<file path="src/rtl/i2cs_pkg.sv">
// Shared constants and state types for the display I2C write target.
// Assumes 8-bit bytes; control-byte flag positions are fixed by protocol.
package i2cs_pkg;
    localparam int BYTE_W = 8;
    localparam int CNT_W  = $clog2(BYTE_W);
    localparam int CO_BIT = 7;   // continuation flag in a control byte
    localparam int DC_BIT = 6;   // data (1) / command (0) flag

    typedef enum logic [1:0] {E_IDLE, E_ADDR, E_DATA, E_SKIP} eng_state_t;
    typedef enum logic [1:0] {M_CTRL, M_ONE, M_STREAM} route_mode_t;
endpackage

</file>
<file path="src/rtl/i2cs_line_filter.sv">
// Synchronises one bus line and passes a new level only after FILT
// consecutive equal samples. Assumes the line idles high (reset value 1).
module i2cs_line_filter #(
    parameter int FILT = 3
) (
    input  logic clk,
    input  logic rst_n,
    input  logic line_i,
    output logic line_o
);
    logic [1:0]      sync_q;
    logic [FILT-1:0] hist_q;

    // Two-flop synchroniser followed by a sample history.
    always_ff @(posedge clk) begin
        if (!rst_n) begin
            sync_q <= '1;
            hist_q <= '1;
        end else begin
            sync_q <= {sync_q[0], line_i};
            hist_q <= {hist_q[FILT-2:0], sync_q[1]};
        end
    end

    // Output follows only a fully stable history.
    always_ff @(posedge clk) begin
        if (!rst_n)
            line_o <= 1'b1;
        else if (&hist_q)
            line_o <= 1'b1;
        else if (~|hist_q)
            line_o <= 1'b0;
    end
endmodule

</file>
<file path="src/rtl/i2cs_bit_engine.sv">
// Decodes START/STOP and SCL edges from the filtered lines, assembles
// bytes, matches the address and drives the acknowledge pull.
// Assumes write-only use; a read request is treated as a mismatch.
module i2cs_bit_engine
    import i2cs_pkg::*;
#(
    parameter logic [5:0] ADDR_HI = 6'b011110
) (
    input  logic              clk,
    input  logic              rst_n,
    input  logic              scl_f,
    input  logic              sda_f,
    input  logic              addr_sel_i,
    output logic              sda_pull_o,
    output logic              byte_vld_o,
    output logic [BYTE_W-1:0] byte_o,
    output logic              bus_evt_o
);
    logic              scl_q, sda_q;
    logic              start_p, stop_p, rise, fall;
    logic [CNT_W-1:0]  cnt_q;
    logic [BYTE_W-2:0] shreg_q;
    logic [BYTE_W-1:0] next_byte;
    logic              full_q, in_ack_q, addr_ok;
    eng_state_t        state_q;

    // Bus condition and edge decode.
    always_comb begin
        start_p   = scl_f & scl_q & sda_q & ~sda_f;
        stop_p    = scl_f & scl_q & ~sda_q & sda_f;
        rise      = scl_f & ~scl_q;
        fall      = ~scl_f & scl_q;
        next_byte = {shreg_q, sda_f};
        addr_ok   = (next_byte[BYTE_W-1:1] == {ADDR_HI, addr_sel_i}) && !next_byte[0];
        bus_evt_o = start_p | stop_p;
    end

    // Transfer state, bit shifting and acknowledge control.
    always_ff @(posedge clk) begin
        if (!rst_n) begin
            scl_q <= 1'b1; sda_q <= 1'b1;
            state_q <= E_IDLE; cnt_q <= '0; shreg_q <= '0;
            full_q <= 1'b0; in_ack_q <= 1'b0;
            sda_pull_o <= 1'b0; byte_vld_o <= 1'b0; byte_o <= '0;
        end else begin
            scl_q <= scl_f;
            sda_q <= sda_f;
            byte_vld_o <= 1'b0;
            if (start_p || stop_p) begin
                state_q <= start_p ? E_ADDR : E_IDLE;
                cnt_q <= '0; full_q <= 1'b0; in_ack_q <= 1'b0;
                sda_pull_o <= 1'b0;
            end else if (state_q == E_ADDR || state_q == E_DATA) begin
                if (rise && !in_ack_q && !full_q) begin
                    shreg_q <= next_byte[BYTE_W-2:0];
                    cnt_q   <= cnt_q + 1'b1;
                    if (cnt_q == CNT_W'(BYTE_W-1)) begin
                        cnt_q <= '0;
                        if (state_q == E_ADDR) begin
                            if (addr_ok) full_q <= 1'b1;
                            else         state_q <= E_SKIP;
                        end else begin
                            full_q     <= 1'b1;
                            byte_vld_o <= 1'b1;
                            byte_o     <= next_byte;
                        end
                    end
                end else if (fall && full_q) begin
                    full_q <= 1'b0; in_ack_q <= 1'b1; sda_pull_o <= 1'b1;
                    if (state_q == E_ADDR) state_q <= E_DATA;
                end else if (fall && in_ack_q) begin
                    in_ack_q <= 1'b0; sda_pull_o <= 1'b0;
                end
            end
        end
    end


    ack_low_phase_chk: assert property (@(posedge clk) disable iff (!rst_n)
        $rose(sda_pull_o) |-> !scl_f);

    skip_quiet_chk: assert property (@(posedge clk) disable iff (!rst_n)
        (state_q == E_SKIP) |-> (!sda_pull_o && !byte_vld_o));

    stop_release_chk: assert property (@(posedge clk) disable iff (!rst_n)
        stop_p |=> (!sda_pull_o && state_q == E_IDLE));
endmodule

</file>
<file path="src/rtl/i2cs_ctrl_router.sv">
// Parses control bytes and routes payload bytes to the command or the
// display-data strobe; keeps the wrapping column pointer.
// Assumes restart_i pulses on every START and STOP.
module i2cs_ctrl_router
    import i2cs_pkg::*;
#(
    parameter int COLS  = 128,
    parameter int COL_W = $clog2(COLS)
) (
    input  logic              clk,
    input  logic              rst_n,
    input  logic              restart_i,
    input  logic              byte_vld_i,
    input  logic [BYTE_W-1:0] byte_i,
    output logic              cmd_vld_o,
    output logic [BYTE_W-1:0] cmd_byte_o,
    output logic              pix_vld_o,
    output logic [BYTE_W-1:0] pix_byte_o,
    output logic [COL_W-1:0]  col_ptr_o
);
    route_mode_t mode_q;
    logic        dc_q;

    // Control-byte framing and strobe generation.
    always_ff @(posedge clk) begin
        if (!rst_n) begin
            mode_q <= M_CTRL; dc_q <= 1'b0;
            cmd_vld_o <= 1'b0; cmd_byte_o <= '0;
            pix_vld_o <= 1'b0; pix_byte_o <= '0;
        end else begin
            cmd_vld_o <= 1'b0;
            pix_vld_o <= 1'b0;
            if (restart_i) begin
                mode_q <= M_CTRL;
            end else if (byte_vld_i) begin
                if (mode_q == M_CTRL) begin
                    dc_q   <= byte_i[DC_BIT];
                    mode_q <= byte_i[CO_BIT] ? M_ONE : M_STREAM;
                end else begin
                    if (dc_q) begin
                        pix_vld_o <= 1'b1; pix_byte_o <= byte_i;
                    end else begin
                        cmd_vld_o <= 1'b1; cmd_byte_o <= byte_i;
                    end
                    if (mode_q == M_ONE) mode_q <= M_CTRL;
                end
            end
        end
    end

    // Column pointer advances after each display-data strobe.
    always_ff @(posedge clk) begin
        if (!rst_n)
            col_ptr_o <= '0;
        else if (pix_vld_o)
            col_ptr_o <= (col_ptr_o == COL_W'(COLS-1)) ? '0 : col_ptr_o + 1'b1;
    end


    one_strobe_chk: assert property (@(posedge clk) disable iff (!rst_n)
        $onehot0({cmd_vld_o, pix_vld_o}));

    col_hold_chk: assert property (@(posedge clk) disable iff (!rst_n)
        !$past(pix_vld_o) |-> $stable(col_ptr_o));

    single_return_chk: assert property (@(posedge clk) disable iff (!rst_n)
        (mode_q == M_ONE && byte_vld_i && !restart_i) |=> (mode_q == M_CTRL));

    stream_stay_chk: assert property (@(posedge clk) disable iff (!rst_n)
        (mode_q == M_STREAM && byte_vld_i && !restart_i) |=> (mode_q == M_STREAM));
endmodule

</file>
<file path="src/rtl/i2cs_disp_sink.sv">
// Top of the display I2C write target: line filters, bit engine and
// control-byte router. Assumes clk runs well above SCL (several FILT
// periods per SCL phase).
module i2cs_disp_sink
    import i2cs_pkg::*;
#(
    parameter int         COLS    = 128,
    parameter int         FILT    = 3,
    parameter logic [5:0] ADDR_HI = 6'b011110,
    localparam int        COL_W   = $clog2(COLS)
) (
    input  logic              clk,
    input  logic              rst_n,
    input  logic              scl_i,
    input  logic              sda_i,
    input  logic              addr_sel_i,
    output logic              sda_pull_o,
    output logic              cmd_vld_o,
    output logic [BYTE_W-1:0] cmd_byte_o,
    output logic              pix_vld_o,
    output logic [BYTE_W-1:0] pix_byte_o,
    output logic [COL_W-1:0]  col_ptr_o
);
    logic [1:0]        raw_w, filt_w;
    logic              byte_vld, bus_evt;
    logic [BYTE_W-1:0] byte_w;

    assign raw_w = {scl_i, sda_i};

    for (genvar g = 0; g < 2; g++) begin : g_filt
        i2cs_line_filter #(.FILT(FILT)) u_filt (
            .clk(clk), .rst_n(rst_n), .line_i(raw_w[g]), .line_o(filt_w[g]));
    end

    i2cs_bit_engine #(.ADDR_HI(ADDR_HI)) u_eng (
        .clk(clk), .rst_n(rst_n), .scl_f(filt_w[1]), .sda_f(filt_w[0]),
        .addr_sel_i(addr_sel_i), .sda_pull_o(sda_pull_o),
        .byte_vld_o(byte_vld), .byte_o(byte_w), .bus_evt_o(bus_evt));

    i2cs_ctrl_router #(.COLS(COLS), .COL_W(COL_W)) u_rtr (
        .clk(clk), .rst_n(rst_n), .restart_i(bus_evt),
        .byte_vld_i(byte_vld), .byte_i(byte_w),
        .cmd_vld_o(cmd_vld_o), .cmd_byte_o(cmd_byte_o),
        .pix_vld_o(pix_vld_o), .pix_byte_o(pix_byte_o), .col_ptr_o(col_ptr_o));
endmodule

</file>
<file path="config.mk">
export PLATFORM = sky130hd
export DESIGN_NAME = i2cs_disp_sink
export DESIGN_NICKNAME = d
export VERILOG_FILES = /design/src/rtl/i2cs_pkg.sv /design/src/rtl/i2cs_line_filter.sv /design/src/rtl/i2cs_bit_engine.sv /design/src/rtl/i2cs_ctrl_router.sv /design/src/rtl/i2cs_disp_sink.sv
export SDC_FILE = /design/constraint.sdc
export NUM_CORES = 1
export LEC_CHECK = 0
export BUFFER_PORTS_ARGS = -buffer_cell sky130_fd_sc_hd__buf_2
export CAP_MARGIN = 20
export CORE_UTILIZATION = 25
export CTS_BUF_LIST = sky130_fd_sc_hd__clkbuf_8
export DETAILED_ROUTE_END_ITERATION = 6
export GPL_TIMING_DRIVEN = 0
export PLACE_DENSITY = 0.43
export SKIP_LAST_GASP = 1
export SYNTH_ARGS = -nofsm -noshare
export SYNTH_HDL_FRONTEND = slang
export SYNTH_SLANG_ARGS = --single-unit
</file>
<file path="constraint.sdc">
create_clock -name clk -period 2.9 [get_ports clk]
set_input_delay 0.29 -clock clk [delete_from_list [all_inputs] [get_ports clk]]
set_output_delay 0.29 -clock clk [all_outputs]
set_load 0.02 [all_outputs]
</file>
== After elaboration in Yosys (flattened, before gate mapping) ==
Cells that the tools add are included.

* Output and inout bits: 26
* Logic and storage cells: 117
* Register bits: 65
* Input port bits: 5

* Reductions and logical operators: 37
* Equality and inequality tests: 10
* Add/subtract/negate cells: 2
* Bitwise logic cells: 22
* Multiplexer cells: 24

{| class="wikitable"
|+ Operators by type and width
! cell !! number
|-
| 2-to-1 mux 2 bit || 11
|-
| AND reduction 3 bit || 5
|-
| inverter 1 bit || 14
|-
| AND reduction 4 bit || 3
|-
| 2-to-1 mux 1 bit || 11
|-
| AND reduction 5 bit || 2
|-
| nonzero test 2 bit || 5
|-
| OR reduction 2 bit || 4
|-
| adder 7 x 1 -> 7 bit (second input constant) || 1
|-
| bitwise AND 1 bit || 7
|-
| equality test 7 x 6 -> 1 bit || 1
|-
| equality test 7 bit (second input constant) || 1
|-
| 2-to-1 mux 7 bit || 1
|-
| != test 3 x 2 -> 1 bit (second input constant) || 2
|-
| OR reduction 3 bit || 2
|-
| logical AND 1 bit || 5
|-
| OR reduction 5 bit || 1
|-
| equality test 2 x 1 -> 1 bit (second input constant) || 2
|-
| AND reduction 2 bit || 2
|-
| OR reduction 4 bit || 1
|-
| adder 3 x 1 -> 3 bit (second input constant) || 1
|-
| equality test 3 bit (second input constant) || 1
|-
| zero test 1 bit || 3
|-
| 2-to-1 mux 3 bit || 1
|-
| 7 further kinds || 8
|}

== Logic depth before layout (Yosys ltp) ==
Gate-level depths: netlist of the first run.

* Depth in word-level cells: 8
* Gate-level depth with buffers: 6
* Depth with buffers taken out: 6

== Hierarchy ==
From an unflattened synthesis of the first run, not the netlist that was laid out.

* Cell total of the unflattened synthesis: 287
* Area total of the unflattened synthesis: 2,672.6 sq um

{| class="wikitable"
|+ Modules (own cells, without submodules)
! module !! instances !! cells each !! area each (sq um)
|-
| i2cs_ctrl_router || 1 || 135 || 1,212.4
|-
| i2cs_bit_engine || 1 || 124 || 1,109.8
|-
| i2cs_line_filter || 2 || 14 || 175.2
|}

== Worst setup path after synthesis of the first run ==
Ideal clock, no wire load.

* Path kind: reg-to-reg
* From: reg, netlist name u_eng.sda_pull_o
* To: reg u_eng.byte_o[0]
* Stages on the path, launching flop included: 7
* Data required time: 2.784 ns
* Arrival time: 1.629 ns
* Buffers on the path: 2
* Period minus slack after synthesis: 1.745 ns
* Slack: 1.155 ns
* Cells stage by stage: dfxtp_1 > or4b_1 > buf_2 > nor4b_4 > buf_6 > mux2i_1 > nor2b_1

{| class="wikitable"
|+ RTL lines
! item !! line !! text
|-
| end signal, assigned || i2cs_bit_engine.sv:65 || <nowiki>byte_o <= next_byte;</nowiki>
|-
| end, declared || i2cs_bit_engine.sv:16 || <nowiki>output logic [BYTE_W-1:0] byte_o,</nowiki>
|}

== Worst setup path in the final report of the first run ==
* From: reg g_filt[1].u_filt.line_o
* To: reg u_eng.byte_o[2]

* Cells in the longest elaborated chain, start to end: 6

{| class="wikitable"
|+ RTL lines
! item !! line !! text
|-
| start, declared || i2cs_line_filter.sv:9 || <nowiki>output logic line_o</nowiki>
|-
| start signal, assigned || i2cs_line_filter.sv:28 || <nowiki>line_o <= 1'b1;</nowiki>
|-
| start signal, assigned || i2cs_line_filter.sv:30 || <nowiki>line_o <= 1'b1;</nowiki>
|-
| start signal, assigned || i2cs_line_filter.sv:32 || <nowiki>line_o <= 1'b0;</nowiki>
|-
| bitwise AND 1 bit || i2cs_bit_engine.sv:29, i2cs_bit_engine.sv:30 ||
|-
| bitwise AND 1 bit, on equally long branches (2 in a row) || i2cs_bit_engine.sv:29, i2cs_bit_engine.sv:30 ||
|-
| logical OR 1 bit || i2cs_bit_engine.sv:49 || <nowiki>if (start_p || stop_p) begin</nowiki>
|-
| inverter 1 bit (no line) || n/a ||
|-
| AND reduction 5 bit (no line) * || n/a ||
|}

Every way passes the cells marked *; elsewhere a longest branch is shown, timed or not.
A chain may end at the register's enable or synchronous reset.

==> impl_results.md, run 1 <==
- Outcome: finished clean
- Die X: 104 um
- Row Count: 36
- Clock slew at reported path FFs: 0.07 ns
- Initial antenna violation count: 0
- Yosys top cell area share: 0.502
- Top-count cell post-synth: dfxtp_1
- Post-Route Utilization: 0.313
- Pin count of the biggest net entering global routing: 12
- Post-synth ARST share: 0
- Clock Tree Root: clkbuf_8
- Routed length per placed instance: 12.4 um
- Yosys top cell by area: dfxtp_1
- Fillers: 1063
- R2R Path Start: g_filt[1].u_filt.line_o
- DP Worst Slack: 1.04 ns
- Residual overflow from global routing: 0
- Post-route antenna net violation count: 0
- Syn Nets: 268
- Fin. Hold Viols: 0
- Synthesized instance count: 258
- Clock Latency Late Sink: 0.34 ns
- Core box area: 9910 um^2
- Worst rel slew slack: 0.477
- Initial drt markers: 65
- CTS H-Tree Depth: 3
- Mapped cell area: 2590 um^2
- Average size of a mapped cell: 10.1 um^2
- Total of max-cap violations: 0
- Hold Buf Count CTS: 0
- Final Slew Violations: 0
- Post-synth EDFFs: 0
- HP Class: in -> reg
- Reg2reg setup slack: 1.05 ns
- N_diodes: 0
- Worst path required time: 3.14 ns
- Starting Density: 0.262
- Hold Startpoint: sda_i
- Distinct cell type count after synthesis: 39
- Worst setup SP type: register
- Reg2Reg Depth: 6
- Slew @ Worst Pin: 0.779 ns
- RSZ-0062 raised after global routing: no
- Worst Hold Depth: 2
- Total Wirelength: 5.39 mm
- Dpl hpwl: 3.63 mm
- Vias in the first global route: 1866
- Peak VDD IR: 0.168 mV
- Cell family with most CP delay: simple AND/OR/NAND/NOR gates
- Post-CTS setup buffers: 0
- Resized cells post-CTS: 0
- Critical path, cell by cell: or4b_1 > buf_2 > nor4b_4 > buf_6 > mux2i_1 > nor2b_1
- Longest Clk Path Bufs: 2
- Largest cells by area after synthesis: dfxtp_1 (50%), mux2i_1 (10%), nor2b_1 (6.5%)
- First-pass GRT wire length: 9.18 mm
- Port Buf Inserts: 29
- Dpl cells: 420
- Final instance area: 3100 um^2
- DR pass1 iterations: 4
- Final setup TNS: 0 ns
- Fin cells: 436
- Total number of vias: 1863
- Placement-stage cell area: 2910 um^2
- Clock sink total: 65
- Critical path buffers and inverters: 2
- Primary FF master, synth: dfxtp_1
- Final WS setup: 1.05 ns
- Die Area: 10800 um^2
- Synth Warn #: 0
- Area grow syn2layout: 19.6%
- Crit end category: register
- Crit path kind: reg -> reg
- Pwr Density: 546 nW/um^2
- Vert. Die Dim: 104 um
- Min Tclk post-route: 1.85 ns
- Routed vias/inst: 4.27
- Clk_skew: 0.0107 ns
- TritonCTS clock tree: built
- Synth top cells by count: dfxtp_1 (65), mux2i_1 (27), nor2b_1 (27)
- Final setup fails: 0
- Seq/Total Area, Yosys: 0.502
- Hold path endpoint: g_filt[0].u_filt.sync_q[0]
- Critical path arrival: 2.09 ns
- Reg-to-Reg End: u_eng.byte_o[2]
- Nets: 308
- Max incr delay on CP: 0.44 ns
- Worst-path fanout max: 9
- IO Count: 31
- Leak: 1.16 nW
- Tot GR Track Use: 0.110
- Share of cells above drive strength 1: 0.172
- Maximum clock frequency: 0.541 GHz
- Crit path max-delay cell type: or4b_1
- GPL Wtd Cong: 0.730
- #FFs+latches synth: 65
- Num CTS Buffers: 9
- Post-route clock period utilization: 0.637
- Drt drc: 0
[worst max path at each step]
stage / from / to / slack (ns) / depth (start not counted)
floorplan: u_eng.sda_pull_o / u_eng.byte_o[0] / 1.16 / 6
global placement: g_filt[1].u_filt.line_o / u_eng.byte_o[6] / 1.08 / 6
detailed placement: g_filt[1].u_filt.line_o / u_eng.byte_o[6] / 1.04 / 6
CTS: g_filt[1].u_filt.line_o / u_eng.byte_o[2] / 1.04 / 6
global route: g_filt[1].u_filt.line_o / u_eng.byte_o[0] / 0.93 / 6
finish: g_filt[1].u_filt.line_o / u_eng.byte_o[2] / 1.05 / 6
[through the flow]
step | power [mW] | hold slack [ns]
floorplan | 0.937 | 0.386
global placement | 0.948 | 0.390
detailed placement | 0.948 | 0.392
CTS | 1.73 | 0.111
global route | 1.77 | 0.107
finish | 1.69 | 0.121
[power breakdown]
part	switching [mW]	internal [mW]	total, mW
registers	0.00128	0.896	0.897
logic	0.0165	0.0123	0.0288
clock network	0.352	0.414	0.766
total	0.370	1.32	1.69
[state kept, by name, summed over array words and instances, names as in the netlist, 3 cells and up]
name / flops
g_filt.u_filt.sync_q: 4
u_rtr.col_ptr_o: 7
u_rtr.pix_byte_o: 8
u_eng.cnt_q: 3
u_eng.byte_o: 8
u_eng.shreg_q: 7
u_rtr.cmd_byte_o: 8
g_filt.u_filt.hist_q: 6
[cells by family (layout without fill, tap and decap cells)]
logic type / after synthesis / in the layout / synth area share
AOI/OAI and AO/OA: 53 / 53 / 0.136
xor gates and xnor gates: 4 / 4 / 0.0135
adders and majority gates: 5 / 5 / 0.0241
buffers and inverters: 22 / 67 / 0.0367
DFF: 65 / 65 / 0.502
muxes: 27 / 27 / 0.104
and+or+nand+nor: 82 / 82 / 0.184
[cell type report]
type	count	area, um^2	share of cell area
buffer	14	65.1	0.0210
clock buffer	10	138	0.0444
clock inverter	6	58.8	0.0190
inverter	8	30.0	0.00968
multi-input combinational	171	1200	0.386
sequential	65	1300	0.420
tap	133	166	0.0537
timing repair buffer	29	145	0.0468
[placed cells by master, fill, tap and decap left out, types with 9 or more instances in the layout]
cell,Yosys,routed
a21boi_0,9,9
o21ai_0,19,19
clkbuf_1,9,9
mux2i_1,27,27
buf_2,4,33
clkbuf_8,0,10
inv_1,8,9
nand2b_1,14,14
nor2b_1,27,27
nand2_1,16,16
nor2_1,9,9
dfxtp_1,65,65
[metal layers]
metal  wire length [um]  up-vias  part of all wire  global-route usage
met5                  0        -                 0                   0
met4                112        0             0.021              0.0520
met3                227        7             0.042              0.0414
met2               2300       26              0.43               0.165
met1               2750      866              0.51               0.140
li1                   -      964                 -                   -
No activity file was read; power rests on OpenSTA's default activity.
==> run 2: changes to the inputs <==
- PLACE_DENSITY: 0.43 -> 0.44
- clock period: 2.9 -> 1.53 ns (I/O delays scaled with it)
==> run 2 against run 1 <==
- the run now ends with setup timing left
- setup slack worse by 1.3 ns
- sequential power is 90% higher
- critical endpoint unchanged
- die area stayed put
- utilization is 1.5 points higher
- largest power group unchanged
- highest routed layer unchanged
- final area is 4.7% higher
- fmax is 6.2% higher
- global-route usage is 0.35 points higher
- wire length is 5.6% higher
- first-iteration DRC count is 11% lower
==> impl_results.md, run 2 (synthesis results as in run 1) <==
- Worst-path fanout max: 5 (-4)
- Vert. Die Dim: 104 um (unchanged)
- Die X: 104 um (unchanged)
- Routed length per placed instance: 12.9 um (+4.4%)
- Fin Hold WS: 0.198 ns (+0.0769 ns)
- Share of cells above drive strength 1: 0.227 (+0.0557)
- Worst rel slew slack: 0.640 (+0.162)
- TritonCTS clock tree: built
- First-pass GRT wire length: 9.49 mm (+3.4%)
- Critical path arrival: 1.98 ns (-0.11 ns)
- Leak: 1.22 nW (+4.8%)
- GPL Wtd Cong: 0.719 (-1.6%)
- Tot GR Track Use: 0.114 (+0.00354)
- Multi-input logic area: 1260 um^2 (+5.1%)
- Clock Tree Root: clkbuf_8
- Min Tclk post-route: 1.74 ns (-0.108 ns)
- Fillers: 1047 (-1.5%)
- DR pass1 iterations: 4 (unchanged)
- Post-route clock period utilization: 1.14 (+0.499)
- Residual overflow from global routing: 0 (unchanged)
- Starting Density: 0.262 (unchanged)
- Worst path required time: 1.77 ns (-1.37 ns)
- Core box area: 9910 um^2 (unchanged)
- Clk_skew: 0.00823 ns (-0.00246 ns)
- Peak VDD IR: 0.397 mV (+140%)
- Clock Latency Late Sink: 0.35 ns (about the same)
- CTS H-Tree Depth: 3 (unchanged)
- Total number of vias: 1920 (+3.1%)
- Pwr Density: 957 nW/um^2 (+75%)
- Area grow syn2layout: 25.2%
- Routed vias/inst: 4.35 (+1.9%)
- Initial drt markers: 58 (-11%)
- Outcome: finished, violations left
- Die Area: 10800 um^2 (unchanged)
- Register area: 1310 um^2 (+0.38%)
- HP Class: in -> reg
- Longest Clk Path Bufs: 2 (unchanged)
- Total Wirelength: 5.69 mm (+5.6%)
- Row Count: 36 (unchanged)
- Total of max-cap violations: 0 (unchanged)
- Crit end category: register
- Num CTS Buffers: 9 (unchanged)
- Clock slew at reported path FFs: 0.07 ns (about the same)
- Worst setup SP type: register
- Final setup fails: 21 (+21)
- Port Buf Inserts: 29 (unchanged)
- Violated checks: setup timing
- Pin count of the biggest net entering global routing: 11 (-1)
- IO Count: 31 (unchanged)
- Final WS setup: -0.209 ns (-1.26 ns)
- N_diodes: 0 (unchanged)
- Slew @ Worst Pin: 0.541 ns (-0.238 ns)
- Post-route antenna net violation count: 0 (unchanged)
- Final Slew Violations: 0 (unchanged)
- Maximum clock frequency: 0.575 GHz (+6.2%)
- DP Worst Slack: -0.308 ns (-1.34 ns)
- Nets: 314 (+1.9%)
- Clock sink total: 65 (unchanged)
- Initial antenna violation count: 0 (unchanged)
- Drt drc: 0 (unchanged)
- Commonest cells after routing, fill and taps aside: dfxtp_1 (61), buf_2 (30), nor2b_1 (27), mux2i_1 (25), nand2_1 (16)
- Biggest regs: u_eng.byte_o x8, u_rtr.cmd_byte_o x8, u_rtr.pix_byte_o x8
- Crit path kind: reg -> reg
- Fin. Hold Viols: 0 (unchanged)
- RSZ-0062 raised after global routing: yes
- Vias in the first global route: 1845 (-1.1%)
- Commonest non-fill, non-tap cell in the layout: dfxtp_1
- Dpl hpwl: 3.75 mm (+3.3%)
## run 2: power by group
group | total, mW | switching [mW] | internal [mW]
clock | 1.35 | 0.643 | 0.703
combinational | 0.0604 | 0.0333 | 0.0271
sequential | 1.70 | 0.00225 | 1.70
## run 2: per-stage QoR
stage	std cells	instance area, um^2	TNS (ns)	util	total power, mW
final	441	3250	-1.99	0.328	3.11
after detailed placement	420	2910	-7.91	0.294	1.80
after global placement	420	2910	-7.71	0.294	1.80
after global routing	441	3250	-4.02	0.328	3.22
after floorplan	258	2600	-1.30	-	1.78
after CTS	439	3210	-3.09	0.324	3.15
## run 2: final cells by class
type / count / area share
Sequential cell: 65 / 0.402
Buffer: 12 / 0.0231
Clock inverter: 3 / 0.00501
Inverter: 8 / 0.00924
Multi-Input combinational cell: 171 / 0.388
Timing Repair Buffer: 37 / 0.0709
Tap cell: 133 / 0.0512
Clock buffer: 12 / 0.0508
## run 2: routing by layer
layer / global-route usage / up-vias / share of wire
met1: 0.146 / 912 / 0.49
met2: 0.175 / 18 / 0.46
li1: - / 980 / -
met5: 0 / - / 0
met3: 0.0207 / 10 / 0.020
met4: 0.0745 / 0 / 0.028
## run 2: worst paths after layout
path	startpoint	end	slack [ns]	depth (start not counted)
max	u_eng.sda_pull_o	u_eng.byte_o[2]	-0.21	5
min	rst_n	g_filt[0].u_filt.sync_q[0]	0.20	2
min reg2reg	g_filt[1].u_filt.sync_q[1]	g_filt[1].u_filt.hist_q[0]	0.40	1
max reg2reg	u_eng.sda_pull_o	u_eng.byte_o[2]	-0.21	5
## run 2: what timing repair did
item,4_1_cts,5_1_grt
hold buffers,2,0
endpoints found under the setup margin,43,32
setup buffers,2,2
gates resized for setup,25,16
cloned,2,0
endpoints found under the hold margin,2,0
pin swaps,3,2
## run 2: critical path: stages (launching register included)
cell,delay (ns)
dfxtp_2,0.32
or4b_4,0.56
nor4b_4,0.28
buf_6,0.19
mux2i_2,0.22
nor2b_1,0.06
==> run 3: changes to the inputs <==
==> constraint.sdc (replaced) <==
create_clock -name clk -period 1.53 [get_ports clk]
set_input_delay 0.153 -clock clk [delete_from_list [all_inputs] [get_ports clk]]
set_output_delay 0.153 -clock clk [all_outputs]
set_load 0.01 [all_outputs]
==> run 3 against run 2 <==
- the flow still finishes with violations (setup timing)
- clock power increased by 21%
- count of clock-buffer cells in the layout is 3 lower
- cell count rose by 1.6%
- setup slack got worse by 0.033 ns
- global-route usage down 0.21 points
- clock skew fell by 0.0015 ns
- final area grew 3.6%
- combinational power decreased by 0.7%
- critical endpoint is now u_eng.byte_o[4]
==> impl_results.md, run 3 (synthesis results as in run 1) <==
- Starting Density: 0.262 (unchanged)
- Post-route clock period utilization: 1.16 (+0.0218)
- Post-Route Utilization: 0.340 (+0.0119)
- Reg2reg setup slack: -0.24 ns (-0.03 ns)
- TritonCTS clock tree: built
- Final Slew Violations: 0 (unchanged)
- Biggest regs: u_eng.byte_o x8, u_rtr.cmd_byte_o x8, u_rtr.pix_byte_o x8
- Critical path buffers and inverters: 1 (unchanged)
- Worst Hold Depth: 2 (unchanged)
- Initial drt markers: 71 (+22%)
- Die X: 104 um (unchanged)
- Pwr Density: 1000 nW/um^2 (+5.0%)
- Die Area: 10800 um^2 (unchanged)
- Residual overflow from global routing: 0 (unchanged)
- Port Buf Inserts: 29 (unchanged)
- Row Count: 36 (unchanged)
- Worst-path fanout max: 4 (-1)
- Dpl hpwl: 3.67 mm (-2.0%)
- Outcome: finished, violations left
- Routed length per placed instance: 12.7 um (-1.5%)
- Max incr delay on CP: 0.55 ns (about the same)
- Commonest cells after routing, fill and taps aside: dfxtp_1 (59), buf_2 (29), mux2i_1 (27), nor2b_1 (27), nand2_1 (15)
- Final WS setup: -0.242 ns (-0.0333 ns)
- Reg-to-Reg End: u_eng.byte_o[4]
- Worst path required time: 1.77 ns (about the same)
- Pin count of the biggest net entering global routing: 13 (+2)
- Dpl cells: 420 (unchanged)
- Clk_skew: 0.00674 ns (-0.00149 ns)
- RSZ-0062 raised after global routing: yes
- Critical path arrival: 2.01 ns (+0.03 ns)
- Hold Startpoint: rst_n
- N_diodes: 0 (unchanged)
- Fin cells: 448 (+1.6%)
- Total number of vias: 1906 (-0.73%)
- Worst rel slew slack: 0.652 (+0.0123)
- Peak VDD IR: 0.294 mV (-26%)
- Core box area: 9910 um^2 (unchanged)
- Tot GR Track Use: 0.112 (-0.00210)
- Commonest non-fill, non-tap cell in the layout: dfxtp_1
- Clock slew at reported path FFs: 0.08 ns (about the same)
- Crit end category: register
- Post-route antenna net violation count: 0 (unchanged)
- Cell family with most CP delay: simple AND/OR/NAND/NOR gates
- IO Count: 31 (unchanged)
- Clock sink total: 65 (unchanged)
- Violated checks: setup timing
- Final setup fails: 22 (+4.8%)
- Routed vias/inst: 4.25 (-2.3%)
- Maximum clock frequency: 0.564 GHz (-1.9%)
- Initial antenna violation count: 0 (unchanged)
- Final setup TNS: -3.47 ns (-1.48 ns)
- Total of max-cap violations: 0 (unchanged)
- Leak: 1.26 nW (+3.3%)
- DR pass1 iterations: 4 (unchanged)
- Fin. Hold Viols: 0 (unchanged)
- PnR Total Power: 3.38 mW (+8.8%)
- Longest Clk Path Bufs: 2 (unchanged)
- Area grow syn2layout: 29.8%
- Nets: 321 (+2.2%)
- Hold path endpoint: g_filt[0].u_filt.sync_q[1]
- First-pass GRT wire length: 9.49 mm (about the same)
- Vert. Die Dim: 104 um (unchanged)
- Num CTS Buffers: 9 (unchanged)
- Reg2Reg Depth: 5 (unchanged)
- Share of cells above drive strength 1: 0.267 (+0.0394)
- Min Tclk post-route: 1.77 ns (+0.0333 ns)
- Slew @ Worst Pin: 0.522 ns (-0.0185 ns)
- R2R Path Start: u_eng.sda_pull_o
- Critical path, cell by cell: or4b_4 > nor4b_4 > buf_4 > mux2i_1 > nor2b_1
- Clock Tree Root: clkbuf_8
- Worst setup SP type: register
- CTS H-Tree Depth: 3 (unchanged)
- GPL Wtd Cong: 0.673 (-6.4%)
- HP Class: in -> reg
- Fin Hold WS: 0.167 ns (-0.0313 ns)
- Vias in the first global route: 1834 (-0.60%)
- Total Wirelength: 5.69 mm (about the same)
- Crit path kind: reg -> reg
- Clock Latency Late Sink: 0.34 ns (about the same)
- Drt drc: 0 (unchanged)
- Crit path max-delay cell type: or4b_4
## run 3: changes by cell type in the layout (fill, tap and decap cells not counted), sizes merged
cell	change
buf	+6
bufinv	+2
clkbuf	-2
clkinvlp	+1
## run 3: stage by stage
step / area (um^2) / setup WS (ns)
after global placement: 2910 / -0.288
after CTS: 3320 / -0.246
after detailed placement: 2910 / -0.320
after floorplan: 2600 / -0.162
final: 3370 / -0.242
after global routing: 3370 / -0.335
## run 3: cell type report
type,instances,area (um^2)
plain buffers,12,75.1
clock buffers,9,124
clock inverters,6,92.6
fillers,1055,6540
inverters,8,30.0
multi-input cells,171,1280
flip-flops and latches,65,1310
well taps,133,166
repair buffers,44,283
## run 3: how the worst max path moves through the flow
stage                            startpoint               to  slack, ns  depth (start not counted)
floorplan                      u_eng.full_q  u_eng.byte_o[0]      -0.16                          6
global placement    g_filt[1].u_filt.line_o  u_eng.byte_o[0]      -0.29                          6
detailed placement  g_filt[1].u_filt.line_o  u_eng.byte_o[4]      -0.32                          6
CTS                        u_eng.sda_pull_o  u_eng.byte_o[5]      -0.25                          5
global route               u_eng.sda_pull_o  u_eng.byte_o[3]      -0.33                          5
finish                     u_eng.sda_pull_o  u_eng.byte_o[4]      -0.24                          5
## run 3: worst register-to-register path, cell delays in order (launching register included)
cell and delay, ns:
dfxtp_2 0.32, or4b_4 0.56, nor4b_4 0.36, buf_4 0.21, mux2i_1 0.18, nor2b_1 0.05
## run 3: what timing repair did
item / CTS / global route
pin swaps: 3 / 2
setup buffers: 10 / 1
gates cloned: 2 / 0
gates resized for setup: 31 / 22
setup endpoints to repair: 42 / 33
hold endpoints to repair: 2 / 0
hold buffers: 2 / 0
## run 3: report_power, final
| group | switching (mW) | total (mW) | internal [mW] | leakage (nW) |
|---|---|---|---|---|
| clock | 0.709 | 1.63 | 0.917 | 0.102 |
| sequential | 0.00245 | 1.70 | 1.69 | 0.526 |
| combinational | 0.0328 | 0.0600 | 0.0272 | 0.633 |
## run 3: routing by layer
layer / track usage / share of wire / routed length (um)
met5: 0 / 0 / 0
met4: 0.0571 / 0.024 / 138
met3: 0.0307 / 0.030 / 172
met1: 0.149 / 0.52 / 2980
met2: 0.165 / 0.42 / 2400
